**config.mk**
```make
export PLATFORM = sky130hd
export DESIGN_NAME = uart_brk_tx
export DESIGN_NICKNAME = d
export VERILOG_FILES = /design/src/rtl/ubt_pkg.sv /design/src/rtl/ubt_bitclk.sv /design/src/rtl/ubt_hold.sv /design/src/rtl/ubt_engine.sv /design/src/rtl/uart_brk_tx.sv
export SDC_FILE = /design/constraint.sdc
export NUM_CORES = 1
export LEC_CHECK = 0
export BUFFER_PORTS_ARGS = -buffer_cell sky130_fd_sc_hd__buf_2
export CORE_ASPECT_RATIO = 0.5
export CORE_UTILIZATION = 45
export DETAILED_ROUTE_END_ITERATION = 7
export PLACE_DENSITY_LB_ADDON = 0.3
export SLEW_MARGIN = 20
export SYNTH_ARGS = -nofsm -noshare
export SYNTH_HDL_FRONTEND = slang
export SYNTH_SLANG_ARGS = --single-unit
```
**constraint.sdc**
```tcl
create_clock -name clk -period 1.9 [get_ports clk]
set_input_delay 0.38 -clock clk [delete_from_list [all_inputs] [get_ports clk]]
set_output_delay 0.38 -clock clk [all_outputs]
set_load 0.05 [all_outputs]
```
**src/rtl/ubt_pkg.sv**
```systemverilog
package ubt_pkg;

  typedef enum logic [1:0] {
    ST_IDLE  = 2'd0,
    ST_SHIFT = 2'd1,
    ST_BREAK = 2'd2,
    ST_GAP   = 2'd3
  } tx_state_e;

  // Number of bit periods in one frame: start, data, optional address, stop.
  function automatic int unsigned frame_bits(input int unsigned dw, input logic md);
    return dw + 2 + (md ? 1 : 0);
  endfunction

endpackage

```
**src/rtl/ubt_bitclk.sv**
```systemverilog
module ubt_bitclk #(
  parameter int unsigned OVS = 16
) (
  input  logic clk,
  input  logic rst_n,
  input  logic clr,
  input  logic tick,
  output logic bit_end
);
  localparam int unsigned CW = (OVS > 1) ? $clog2(OVS) : 1;

  logic [CW-1:0] sub_q;

  assign bit_end = tick && (sub_q == CW'(OVS - 1));

  always_ff @(posedge clk or negedge rst_n) begin
    if (!rst_n)      sub_q <= '0;
    else if (clr)    sub_q <= '0;
    else if (tick)   sub_q <= bit_end ? '0 : sub_q + 1'b1;
  end
endmodule

```
**src/rtl/ubt_hold.sv**
```systemverilog
module ubt_hold #(
  parameter int unsigned DATA_W = 8
) (
  input  logic              clk,
  input  logic              rst_n,
  input  logic              flush,
  input  logic              wr,
  input  logic [DATA_W-1:0] wdata,
  input  logic              addr_cmd,
  input  logic              md,
  input  logic              take,
  output logic              full,
  output logic [DATA_W-1:0] data,
  output logic              tag
);
  logic addr_pend_q;

  always_ff @(posedge clk or negedge rst_n) begin
    if (!rst_n) begin
      full        <= 1'b0;
      data        <= '0;
      tag         <= 1'b0;
      addr_pend_q <= 1'b0;
    end else if (flush) begin
      full        <= 1'b0;
      tag         <= 1'b0;
      addr_pend_q <= 1'b0;
    end else begin
      if (wr) begin
        data <= wdata;
        tag  <= addr_pend_q & md;
        full <= 1'b1;
      end else if (take) begin
        full <= 1'b0;
      end
      // a write consumes the mark; a new mark pulse re-arms it
      addr_pend_q <= addr_cmd | (addr_pend_q & ~wr);
    end
  end
endmodule

```
**src/rtl/ubt_engine.sv**
```systemverilog
module ubt_engine
  import ubt_pkg::*;
#(
  parameter int unsigned DATA_W   = 8,
  parameter int unsigned OVS      = 16,
  parameter int unsigned GAP_BITS = 12
) (
  input  logic              clk,
  input  logic              rst_n,
  input  logic              flush,
  input  logic              tick,
  input  logic              en,
  input  logic              md,
  input  logic              hold_full,
  input  logic [DATA_W-1:0] hold_data,
  input  logic              hold_tag,
  input  logic              brk_start,
  input  logic              brk_stop,
  output logic              take,
  output logic              txd,
  output logic              idle,
  output logic              brk_on,
  output logic              brk_pend
);
  localparam int unsigned FW   = DATA_W + 3;
  localparam int unsigned MAXB = (FW > GAP_BITS) ? FW : GAP_BITS;
  localparam int unsigned BCW  = $clog2(MAXB + 1);

  tx_state_e        state_q;
  logic [FW-1:0]    shreg_q;
  logic [BCW-1:0]   bit_cnt_q;
  logic [BCW-1:0]   len_q;
  logic             brk_pend_q;
  logic             stop_req_q;

  logic             bit_end;
  logic             load, brk_go, gap_go, shift_done, gap_done, sub_clr;
  logic [BCW-1:0]   brk_len;

  function automatic logic [FW-1:0] build_frame(input logic [DATA_W-1:0] d,
                                                input logic t, input logic m);
    logic [FW-1:0] f;
    f = '1;
    f[0] = 1'b0;
    f[DATA_W:1] = d;
    if (m) f[DATA_W+1] = t;
    return f;
  endfunction

  assign brk_len    = BCW'(frame_bits(DATA_W, md));
  assign load       = (state_q == ST_IDLE) && en && hold_full;
  assign brk_go     = (state_q == ST_IDLE) && brk_pend_q && !hold_full;
  assign gap_go     = (state_q == ST_BREAK) && stop_req_q &&
                      ((bit_cnt_q >= brk_len) ||
                       (bit_end && (bit_cnt_q == brk_len - 1'b1)));
  assign shift_done = (state_q == ST_SHIFT) && bit_end && (bit_cnt_q == len_q - 1'b1);
  assign gap_done   = (state_q == ST_GAP) && bit_end && (bit_cnt_q == BCW'(GAP_BITS - 1));
  assign sub_clr    = flush | load | brk_go | gap_go;

  ubt_bitclk #(.OVS(OVS)) u_bitclk (
    .clk     (clk),
    .rst_n   (rst_n),
    .clr     (sub_clr),
    .tick    (tick),
    .bit_end (bit_end)
  );

  always_ff @(posedge clk or negedge rst_n) begin
    if (!rst_n) begin
      state_q    <= ST_IDLE;
      shreg_q    <= '1;
      bit_cnt_q  <= '0;
      len_q      <= '0;
      brk_pend_q <= 1'b0;
      stop_req_q <= 1'b0;
    end else if (flush) begin
      state_q    <= ST_IDLE;
      shreg_q    <= '1;
      bit_cnt_q  <= '0;
      brk_pend_q <= 1'b0;
      stop_req_q <= 1'b0;
    end else begin
      if (brk_go)                                  brk_pend_q <= 1'b0;
      else if (brk_start && state_q != ST_BREAK)   brk_pend_q <= 1'b1;

      if (gap_go)                                  stop_req_q <= 1'b0;
      else if (brk_stop && state_q == ST_BREAK)    stop_req_q <= 1'b1;

      unique case (state_q)
        ST_IDLE: begin
          if (load) begin
            state_q   <= ST_SHIFT;
            shreg_q   <= build_frame(hold_data, hold_tag, md);
            len_q     <= BCW'(frame_bits(DATA_W, md));
            bit_cnt_q <= '0;
          end else if (brk_go) begin
            state_q   <= ST_BREAK;
            bit_cnt_q <= '0;
          end
        end
        ST_SHIFT: begin
          if (bit_end) begin
            shreg_q <= {1'b1, shreg_q[FW-1:1]};
            if (shift_done) begin
              state_q   <= ST_IDLE;
              bit_cnt_q <= '0;
            end else begin
              bit_cnt_q <= bit_cnt_q + 1'b1;
            end
          end
        end
        ST_BREAK: begin
          if (gap_go) begin
            state_q   <= ST_GAP;
            bit_cnt_q <= '0;
          end else if (bit_end && bit_cnt_q < brk_len) begin
            bit_cnt_q <= bit_cnt_q + 1'b1;
          end
        end
        ST_GAP: begin
          if (bit_end) begin
            if (gap_done) begin
              state_q   <= ST_IDLE;
              bit_cnt_q <= '0;
            end else begin
              bit_cnt_q <= bit_cnt_q + 1'b1;
            end
          end
        end
        default: state_q <= ST_IDLE;
      endcase
    end
  end

  always_comb begin
    unique case (state_q)
      ST_SHIFT: txd = shreg_q[0];
      ST_BREAK: txd = 1'b0;
      default:  txd = 1'b1;
    endcase
  end

  assign take     = load;
  assign idle     = (state_q == ST_IDLE);
  assign brk_on   = (state_q == ST_BREAK);
  assign brk_pend = brk_pend_q;
endmodule

```
**src/rtl/uart_brk_tx.sv**
```systemverilog
module uart_brk_tx #(
  parameter int unsigned DATA_W   = 8,
  parameter int unsigned OVS      = 16,
  parameter int unsigned GAP_BITS = 12
) (
  input  logic              clk,
  input  logic              rst_n,
  input  logic              baud_tick,
  input  logic              multidrop,
  input  logic              hold_wr,
  input  logic [DATA_W-1:0] hold_data,
  input  logic              cmd_tx_on,
  input  logic              cmd_tx_off,
  input  logic              cmd_tx_reset,
  input  logic              cmd_brk_start,
  input  logic              cmd_brk_stop,
  input  logic              cmd_addr_next,
  output logic              txd,
  output logic              hold_empty,
  output logic              tx_empty,
  output logic              brk_active
);
  logic              tx_en_q;
  logic              xfer;
  logic              hold_full;
  logic [DATA_W-1:0] held_data;
  logic              held_tag;
  logic              eng_idle;
  logic              brk_pend;

  // disable wins over enable in the same cycle
  always_ff @(posedge clk or negedge rst_n) begin
    if (!rst_n)          tx_en_q <= 1'b0;
    else if (cmd_tx_off) tx_en_q <= 1'b0;
    else if (cmd_tx_on)  tx_en_q <= 1'b1;
  end

  ubt_hold #(.DATA_W(DATA_W)) u_hold (
    .clk      (clk),
    .rst_n    (rst_n),
    .flush    (cmd_tx_reset),
    .wr       (hold_wr),
    .wdata    (hold_data),
    .addr_cmd (cmd_addr_next),
    .md       (multidrop),
    .take     (xfer),
    .full     (hold_full),
    .data     (held_data),
    .tag      (held_tag)
  );

  ubt_engine #(.DATA_W(DATA_W), .OVS(OVS), .GAP_BITS(GAP_BITS)) u_engine (
    .clk       (clk),
    .rst_n     (rst_n),
    .flush     (cmd_tx_reset),
    .tick      (baud_tick),
    .en        (tx_en_q),
    .md        (multidrop),
    .hold_full (hold_full),
    .hold_data (held_data),
    .hold_tag  (held_tag),
    .brk_start (cmd_brk_start),
    .brk_stop  (cmd_brk_stop),
    .take      (xfer),
    .txd       (txd),
    .idle      (eng_idle),
    .brk_on    (brk_active),
    .brk_pend  (brk_pend)
  );

  assign hold_empty = !hold_full;
  assign tx_empty   = !hold_full && eng_idle && !brk_pend;
endmodule

```
-- Word level (Yosys, flattened, before mapping)
Index checks and enable logic that the tools add are counted.
- register bits after elaboration: 39
- input port bits: 19
- output and inout port bits: 4
- $add $sub $neg: 5
- $lt $le $gt $ge: 2
- eq/ne operators: 16
- mux-type cells: 43
- bitwise logic cells: 8
- reduce and logical (&&, ||, !) cells: 33
- operators by type and width (operator ; number):
    $mux 4 ; 12
    $mux 11 ; 3
    $pmux 11 s2 ; 1
    $ne 3x2->1 const B ; 6
    $logic_and 1x1->1 ; 17
    $mux 1 ; 16
    $mux 2 ; 8
    $pmux 4 s4 ; 1
    $reduce_bool 3->1 ; 4
    $add 4x1->4 const B ; 2
    $eq 4x4->1 ; 2
    $eq 4x4->1 const B ; 2
    $ne 4x2->1 const B ; 2
    $pmux 2 s4 ; 1
    $sub 4x1->4 const B ; 2
    $reduce_and 3->1 ; 2
    $reduce_and 6->1 ; 1
    $reduce_bool 2->1 ; 3
    $add 4x1->4 const A ; 1
    $eq 2x2->1 const B ; 2
    $ge 4x4->1 ; 1
    $lt 4x4->1 ; 1
    $or 1x1->1 ; 4
    $reduce_and 4->1 ; 1
    other kinds (9) ; 12

-- Logic depth before layout (Yosys ltp)
Gate-level depths: netlist of the first run.
- word-level depth: 10
- depth in mapped cells: 9

-- Hierarchy
From an unflattened synthesis of the first run, not the netlist that was laid out.
- cells, all modules: 209
- area total of the unflattened synthesis: 2006.9 µm²
- by module, submodules not included (module ; instances ; cells an instance ; area an instance (µm²)):
    ubt_engine ; 1 ; 154 ; 1291.2
    ubt_hold ; 1 ; 29 ; 459.2
    ubt_bitclk ; 1 ; 22 ; 205.2
    uart_brk_tx ; 1 ; 4 ; 51.3

-- Least setup slack after synthesis of the first run
Ideal clock, no wire load.
- kind: reg-to-output
- start: register u_engine.state_q[0]
- end: output tx_empty
- arrival time: 2.163 ns
- required time: 1.520 ns
- path slack: -0.643 ns
- cell stages (with the launch flop): 3
- buffers on the path: 1
- path through: dfrtp_1 clkbuf_1 nor4_1
- cells in the longest elaborated chain, start to end: 3
- ends and longest elaborated chain (item ; RTL line ; source):
    from (decl) ; ubt_engine.sv:29 ; tx_state_e state_q;
    from (signal assigned) ; ubt_engine.sv:70 ; state_q <= ST_IDLE;
    from (signal assigned) ; ubt_engine.sv:77 ; state_q <= ST_IDLE;
    from (signal assigned) ; ubt_engine.sv:92 ; state_q <= ST_SHIFT;
    $logic_not 2->1 ; ubt_engine.sv:144 ; assign idle = (state_q == ST_IDLE);
    $logic_and 1x1->1 (2 in a row) ; uart_brk_tx.sv:72 ; assign tx_empty = !hold_full && eng_idle && !brk_pend;
    to (decl) ; uart_brk_tx.sv:20 ; output logic tx_empty,
No other way between the ends.

-- Worst setup path after layout of the first run
- start: register u_engine.bit_cnt_q[0]
- end: register u_engine.bit_cnt_q[0]
- cells in the longest elaborated chain, start to end: 7
- ends and longest elaborated chain (item ; RTL line ; source):
    from (decl) ; ubt_engine.sv:31 ; logic [BCW-1:0] bit_cnt_q;
    from (signal assigned) ; ubt_engine.sv:108 ; bit_cnt_q <= bit_cnt_q + 1'b1;
    from (signal assigned) ; ubt_engine.sv:117 ; bit_cnt_q <= bit_cnt_q + 1'b1;
    from (signal assigned) ; ubt_engine.sv:126 ; bit_cnt_q <= bit_cnt_q + 1'b1;
    branches (longest 7 deep; another with $add 4x1->4) ; - ;
Parallel ways; which one is timed is not known. The select of a mux whose other input is x is not followed.
A chain may end at the register's enable or synchronous reset.

==> impl_results.md, run 1 <==
- Status: finished, violations left
- Failing checks: negative setup slack
- Skew final: 0.975 ps
- Number of synthesized register bits: 36
- Yosys cell types: 50
- CTS tree: yes
- Crit-path cells: ha_1, nand2_1, or4_4, o311ai_2, o22ai_1, and2_4, mux2_4
- Worst-case clock buffer depth: 2
- Post-synth ARST share: 100%
- Standard-cell rows: 16
- Placed Area: 0.00233 mm^2
- Ant. Diodes: 0
- Nets@finish: 280
- RSZ-0062 raised after global routing: true
- First-pass GRT wire length: 7600 um
- Setup TNS Final: -106 ps
- Synth Flop Type: dfrtp_1
- Clock transition at path regs: 70 ps
- Final Setup Violations: 3
- Post-route design area: 0.00258 mm^2
- Final worst path period need: 1960 ps
- Multi-input logic area: 0.00108 mm^2
- Total grt overflow: 0
- DPL Wire Length: 3180 um
- Slowest Stage Delay on Critical Path: 510 ps
- Post-route ant nets: 0
- GPL Wtd Cong: 0.871
- I/O Pins: 23
- Buffer type at the clock tree root: clkbuf_8
- Worst r2r path cells: 7
- Global Route Usage Sum: 21.4%
- Core Region: 0.00406 mm^2
- Htree depth: 2
- Kind of end point of the critical path: flip-flop
- DR pass1 iterations: 4
- Clk_lat worst skew: 280 ps
- Fmax: 0.511 GHz
- Via count: 1660
- CP bufs+invs: 0
- DR vias/cell: 5.34
- Pins Over Slew Limit: 0
- Cells after DPL: 296
- Flop2flop setup slack: -60 ps
- Post-synth top area cell: dfrtp_1
- Worst hold slack: 124 ps
- Post-Syn Area per Cell: 9.67 um^2
- Crit path depth: 7
- Final WL: 4460 um
- Peak supply drop: 0.471 mV
- Critical Path Source Type: flip-flop
- Initial DRC Count: 101
- WL per Instance: 14.3 um
- Synth Warn #: 0
- Clk sinks: 36
- Synth top area share: 32.8%
- CP max stage cell: or4_4
- Initial Util: 48.8%
- TritonCTS Buffers: 5
- Die extent in y: 48.9 um
- WS Path Type: reg2reg
- Post-Syn Area: 0.00198 mm^2
- Synth cell count leaders: 26 x dfrtp_1, 24 x nand2_1, 17 x nor2_1, 13 x a21oi_1, 12 x nor2b_1
- Post-synth EDFFs: 0
- Most frequent cell after synthesis: dfrtp_1
- Static Leak: 1.14 nW
- Final Instance Count excl. Fillers: 311
- Tcrit/Tclk final: 103%
- Crit path DAT: 2130 ps
- Register area: 913 um^2
- Pwr Density: 869 mW/mm^2
- Hold Crit Class: in2async
- Post-synth net total: 229
- Antenna violations before repair: 0
- P&R area growth vs syn: 30.3%
- Max-cap viol count: 0
- Layout cell share with drive strength beyond 1: 40.5%
- Hold Violations, Final: 0
- Pre-CTS setup slack: -211 ps
- Max-slew headroom: 53.5%
- Final WS setup: -57.6 ps
- Most area-consuming cells after synthesis: dfrtp_1 33%, dfstp_2 13%, mux2_2 5.1%
- Vias in the first global route: 1691
- Drt drc: 0
- Die area: 0.00469 mm^2
- Port-buffer cells: 22
- Largest net degree at the start of global routing: 37
- Die width: 95.9 um
- Worst-path maximum fanout: 3
- Synth Instances: 205
- CP delay by family, top: simple AND/OR/NAND/NOR gates
- Seq/Total Area, Yosys: 46.1%
- Least-Margin Pin Slew: 691 ps
- Filler cell count in the final layout: 355
- WP data required: 2070 ps
## final timing paths
| check | from | endpoint |
|---|---|---|
| worst min register to register | u_engine.shreg_q[8]$_DFFE_PN1P_ | u_engine.shreg_q[8]$_DFFE_PN1P_ |
| worst max-delay path | u_engine.bit_cnt_q[0]$_DFFE_PN0P_ | u_engine.bit_cnt_q[0]$_DFFE_PN0P_ |
| max in group asynchronous | rst_n | u_engine.shreg_q[7]$_DFFE_PN1P_ |
| worst max register to register | u_engine.bit_cnt_q[0]$_DFFE_PN0P_ | u_engine.bit_cnt_q[0]$_DFFE_PN0P_ |
| min in group clk | cmd_tx_off | tx_en_q$_DFFE_PN0P_ |
| worst min-delay path | rst_n | u_hold.data[7]$_DFFE_PN0P_ |
## repair_timing
item	in CTS	in global routing
gates cloned	0	1
hold buffers	0	0
buffers inserted	4	2
pin swaps	13	5
gates resized for setup	11	7
endpoints found under the setup margin	8	17
## cell type report
cell class | count | share of cell area [%]
clock buffers | 6 | 2.81
clock inverters | 2 | 1.36
inverters | 9 | 1.31
multi-input cells | 149 | 42.0
flip-flops and latches | 36 | 35.4
well taps | 54 | 2.62
repair buffers | 55 | 14.5
## cell usage in the layout, fill, tap and decap left out, types with 5 or more instances in the layout
| cell type | n |
|---|---|
| dfstp_2 | 10 |
| inv_1 | 5 |
| buf_4 | 30 |
| mux2_2 | 9 |
| nor2_1 | 17 |
| nand2_1 | 24 |
| clkbuf_8 | 5 |
| dfrtp_1 | 26 |
| o21ai_0 | 9 |
| nor2b_1 | 12 |
| buf_2 | 21 |
| a21oi_1 | 12 |
| a211oi_1 | 9 |
## stage by stage
stage | power, mW | util (%)
floorplan | 1.31 | -
global placement | 1.48 | 57.4
detailed placement | 1.50 | 57.4
CTS | 2.24 | 62.4
global route | 2.38 | 63.5
finish | 2.24 | 63.5
## worst reg2reg max path: stages (launching register included)
cell and delay [ps]:
dfrtp_1 390, ha_1 210, nand2_1 80, or4_4 510, o311ai_2 110, o22ai_1 120, and2_4 180, mux2_4 260
## where the power goes
group	total (mW)	internal [mW]	switching, mW
clock	0.660	0.389	0.271
combinational	0.642	0.311	0.331
sequential	0.941	0.881	0.0600
total	2.24	1.58	0.662
## flip-flops by register name, indices dropped and copies added (netlist names)
signal	cells
tx_en_q	1
u_engine.bit_cnt_q	4
u_engine.brk_pend	1
u_engine.len_q	2
u_engine.shreg_q	10
u_engine.state_q	2
u_engine.stop_req_q	1
u_engine.u_bitclk.sub_q	4
u_hold.addr_pend_q	1
u_hold.data	8
u_hold.full	1
u_hold.tag	1
## metal layers
| metal | track usage, % | up-vias | wire, um |
|---|---|---|---|
| met5 | 0 | - | 0 |
| met4 | 4.98 | 0 | 48 |
| met3 | 4.67 | 7 | 116 |
| met2 | 35.1 | 21 | 2140 |
| met1 | 29.1 | 806 | 2160 |
| li1 | - | 826 | - |
## cell families (layout without fill, tap and decap cells)
kind of cell | after synthesis | count (layout) | synth area share, %
DFF | 36 | 36 | 46.1
and+or+nand+nor | 74 | 74 | 18.5
buffers and inverters | 20 | 72 | 4.61
muxes | 12 | 12 | 6.88
adders and majority gates | 5 | 5 | 3.16
xor gates and xnor gates | 6 | 6 | 2.65
AOI/OAI and AO/OA | 52 | 52 | 18.1
Note: power is estimated with default switching activity, not from simulation.
==> run 2: changes to the inputs <==
Settings changed: CELL_PAD_IN_SITES_DETAIL_PLACEMENT set to 0, CELL_PAD_IN_SITES_GLOBAL_PLACEMENT set to 2, CORE_UTILIZATION 45 to 33, PLACE_DENSITY set to 0.75, PLACE_DENSITY_LB_ADDON 0.3 to not set.
==> run 2 against run 1 <==
Against the previous run:
- the run still ends with negative setup slack left
- cell area is 2.1% higher
- register-to-register slack worse by 60 ps
- maximum frequency is 2.9% lower
- combinational power is 6.1% lower
- hold slack worse by 81 ps
- non-clock buffer count is 2 higher
- clock skew is 2.4 ps higher
- final cell count is 6.8% higher
- worst setup slack worse by 57 ps
==> impl_results.md, run 2 (synthesized netlist as in run 1, its figures left out) <==
- Die extent in y: 56.8 um (was 48.9 um)
- Peak supply drop: 0.387 mV (was 0.471 mV)
- Port-buffer cells: 22 (unchanged)
- Skew final: 3.42 ps (was 0.975 ps)
- Max-cap viol count: 0 (unchanged)
- Ant. Diodes: 0 (unchanged)
- Register area: 915 um^2 (was 913 um^2)
- Filler cell count in the final layout: 531 (was 355)
- Comb power frac: 25.6% (was 28.6%)
- Layout cell share with drive strength beyond 1: 40.2% (was 40.5%)
- DR vias/cell: 5.05 (was 5.34)
- Max-slew headroom: 68.8% (was 53.5%)
- Int Pwr: 1.67 mW (was 1.58 mW)
- Slowest Stage Delay on Critical Path: 550 ps (was 510 ps)
- Top reg by flops: u_engine.shreg_q (unchanged)
- GPL Wtd Cong: 0.852 (was 0.871)
- Final Setup Violations: 4 (was 3)
- Hold Crit Class: in2async (unchanged)
- Sequential Power Share: 40.2% (was 41.9%)
- Core Region: 0.00563 mm^2 (was 0.00406 mm^2)
- Drt drc: 0 (unchanged)
- Initial DRC Count: 52 (was 101)
- Sw Ratio: 29.1% (was 29.5%)
- Total grt overflow: 0 (unchanged)
- Clock network power share: 34.2% (was 29.4%)
- Failing checks: negative setup slack (unchanged)
- First-pass GRT wire length: 7410 um (was 7600 um)
- Static Leak: 1.16 nW (was 1.14 nW)
- Design Power: 2.35 mW (was 2.24 mW)
- Fmax: 0.496 GHz (was 0.511 GHz)
- Nets@finish: 282 (was 280)
- Hold Violations, Final: 0 (unchanged)
- Largest regs: u_engine.shreg_q: 10 flops, u_hold.data: 8 flops (unchanged)
- CP bufs+invs: 0 (unchanged)
- Die area: 0.00634 mm^2 (was 0.00469 mm^2)
- CP max stage cell: or4_4 (unchanged)
- CP delay by family, top: simple AND/OR/NAND/NOR gates (unchanged)
- Buffer type at the clock tree root: clkbuf_16 (was clkbuf_8)
- DPL Wire Length: 3210 um (was 3180 um)
- Pins Over Slew Limit: 0 (unchanged)
- CTS tree: yes (unchanged)
- Clock transition at path regs: 60 ps (was 70 ps)
- Final WS setup: -115 ps (was -57.6 ps)
- RSZ-0062 raised after global routing: true (unchanged)
- Htree depth: 2 (unchanged)
- Worst-path maximum fanout: 3 (unchanged)
- Worst-case clock buffer depth: 2 (unchanged)
- I/O Pins: 23 (unchanged)
- Vias in the first global route: 1523 (was 1691)
- Tcrit/Tclk final: 106% (was 103%)
- Kind of end point of the critical path: flip-flop (unchanged)
- Final WL: 4350 um (was 4460 um)
- WL per Instance: 13.1 um (was 14.3 um)
- Clk_lat worst skew: 280 ps (about the same)
- Clk sinks: 36 (unchanged)
- Pwr Density: 892 mW/mm^2 (was 869 mW/mm^2)
- Status: finished, violations left (unchanged)
- TritonCTS Buffers: 5 (unchanged)
- Die width: 112 um (was 95.9 um)
- WS Path Type: reg2reg (unchanged)
- Multi-input logic area: 0.00106 mm^2 (was 0.00108 mm^2)
- Standard-cell rows: 19 (was 16)
- Commonest non-fill, non-tap cell in the layout: buf_4 (unchanged)
- WP data required: 2060 ps (was 2070 ps)
- Antenna violations before repair: 0 (unchanged)
- Via count: 1677 (was 1660)
- Largest net degree at the start of global routing: 21 (was 37)
- Least-Margin Pin Slew: 464 ps (was 691 ps)
- Post-route ant nets: 0 (unchanged)
- P&R area growth vs syn: 33.1% (was 30.3%)
- Net switching power figure: 0.684 mW (was 0.662 mW)
- Final worst path period need: 2020 ps (was 1960 ps)
- Global Route Usage Sum: 15.1% (was 21.4%)
- Max FFs per register: 10 (unchanged)
- Crit-path cells: ha_2, nand2_2, or4_4, o311ai_4, o22ai_1, and2_1, mux2_4 (was ha_1, nand2_1, or4_4, o311ai_2, o22ai_1, and2_4, mux2_4)
- Commonest non-fill, non-tap cells in the layout: 33 x buf_4, 25 x dfrtp_1, 23 x nand2_1 (was 30 x buf_4, 26 x dfrtp_1, 24 x nand2_1)
- Critical Path Source Type: flip-flop (unchanged)
- Initial Util: 35.2% (was 48.8%)
- Crit path DAT: 2180 ps (was 2130 ps)
- DR pass1 iterations: 4 (unchanged)
- Post-layout util: 46.8% (was 63.5%)
run 2: changes by cell type in the layout (fill, tap and decap cells not counted), sizes merged:
cell | previous run | this run
clkbuf | 6 | 8
buf | 55 | 56
bufinv | 1 | 0
run 2: path summary, 6_finish.rpt:
path	to	cells after the start	slack, ps	start
max	u_engine.bit_cnt_q[0]$_DFFE_PN0P_	7	-120	u_engine.bit_cnt_q[0]$_DFFE_PN0P_
min	u_hold.data[6]$_DFFE_PN0P_	1	40	rst_n
max reg2reg	u_engine.bit_cnt_q[0]$_DFFE_PN0P_	7	-120	u_engine.bit_cnt_q[0]$_DFFE_PN0P_
min reg2reg	u_engine.shreg_q[8]$_DFFE_PN1P_	2	470	u_engine.shreg_q[8]$_DFFE_PN1P_
max in group asynchronous	u_engine.shreg_q[1]$_DFFE_PN1P_	2	1270	rst_n
min in group clk	tx_en_q$_DFFE_PN0P_	2	240	cmd_tx_off
run 2: power by group through the flow:
| stage | registers [mW] | clock network, mW | logic [mW] |
|---|---|---|---|
| after CTS | 0.944 | 0.829 | 0.572 |
| after global routing | 0.961 | 0.863 | 0.666 |
| after global placement | 0.953 | 0 | 0.552 |
| after floorplan | 0.943 | 0 | 0.364 |
| after detailed placement | 0.956 | 0 | 0.558 |
| final | 0.946 | 0.805 | 0.603 |
run 2: timing repair:
item | 4_1_cts | 5_1_grt
resized for setup | 6 | 7
buffers inserted | 1 | 3
pin swaps | 11 | 8
endpoints found under the setup margin | 8 | 9
hold buffers | 0 | 0
run 2: layer usage:
layer / wire length [um] / vias up / share of wire (%) / GRT usage, %
met5: 0 / - / 0 / 0
met4: 14 / 0 / 0.32 / 3.47
met3: 124 / 2 / 2.9 / 4.32
met2: 1950 / 19 / 45 / 23.8
met1: 2260 / 817 / 52 / 20.4
li1: - / 839 / - / -
run 2: stage by stage:
step	setup TNS, ps	worst slack, ps	area, um^2	hold slack [ps]	instances
5_1_grt	-653	-155	2640	77.0	332
2_1_floorplan	0	9.85	2020	84.4	205
3_5_place_dp	-644	-176	2400	362	320
6_report	-251	-115	2640	42.8	332
3_3_place_gp	-401	-118	2400	356	320
4_1_cts	-163	-66.0	2580	62.6	329
run 2: layout make-up:
cell class | count | share of cell area (%)
multi-input cells | 149 | 40.4
flip-flops and latches | 36 | 34.7
repair buffers | 57 | 14.8
clock buffers | 7 | 5.03
well taps | 73 | 3.46
inverters | 9 | 1.28
clock inverters | 1 | 0.332
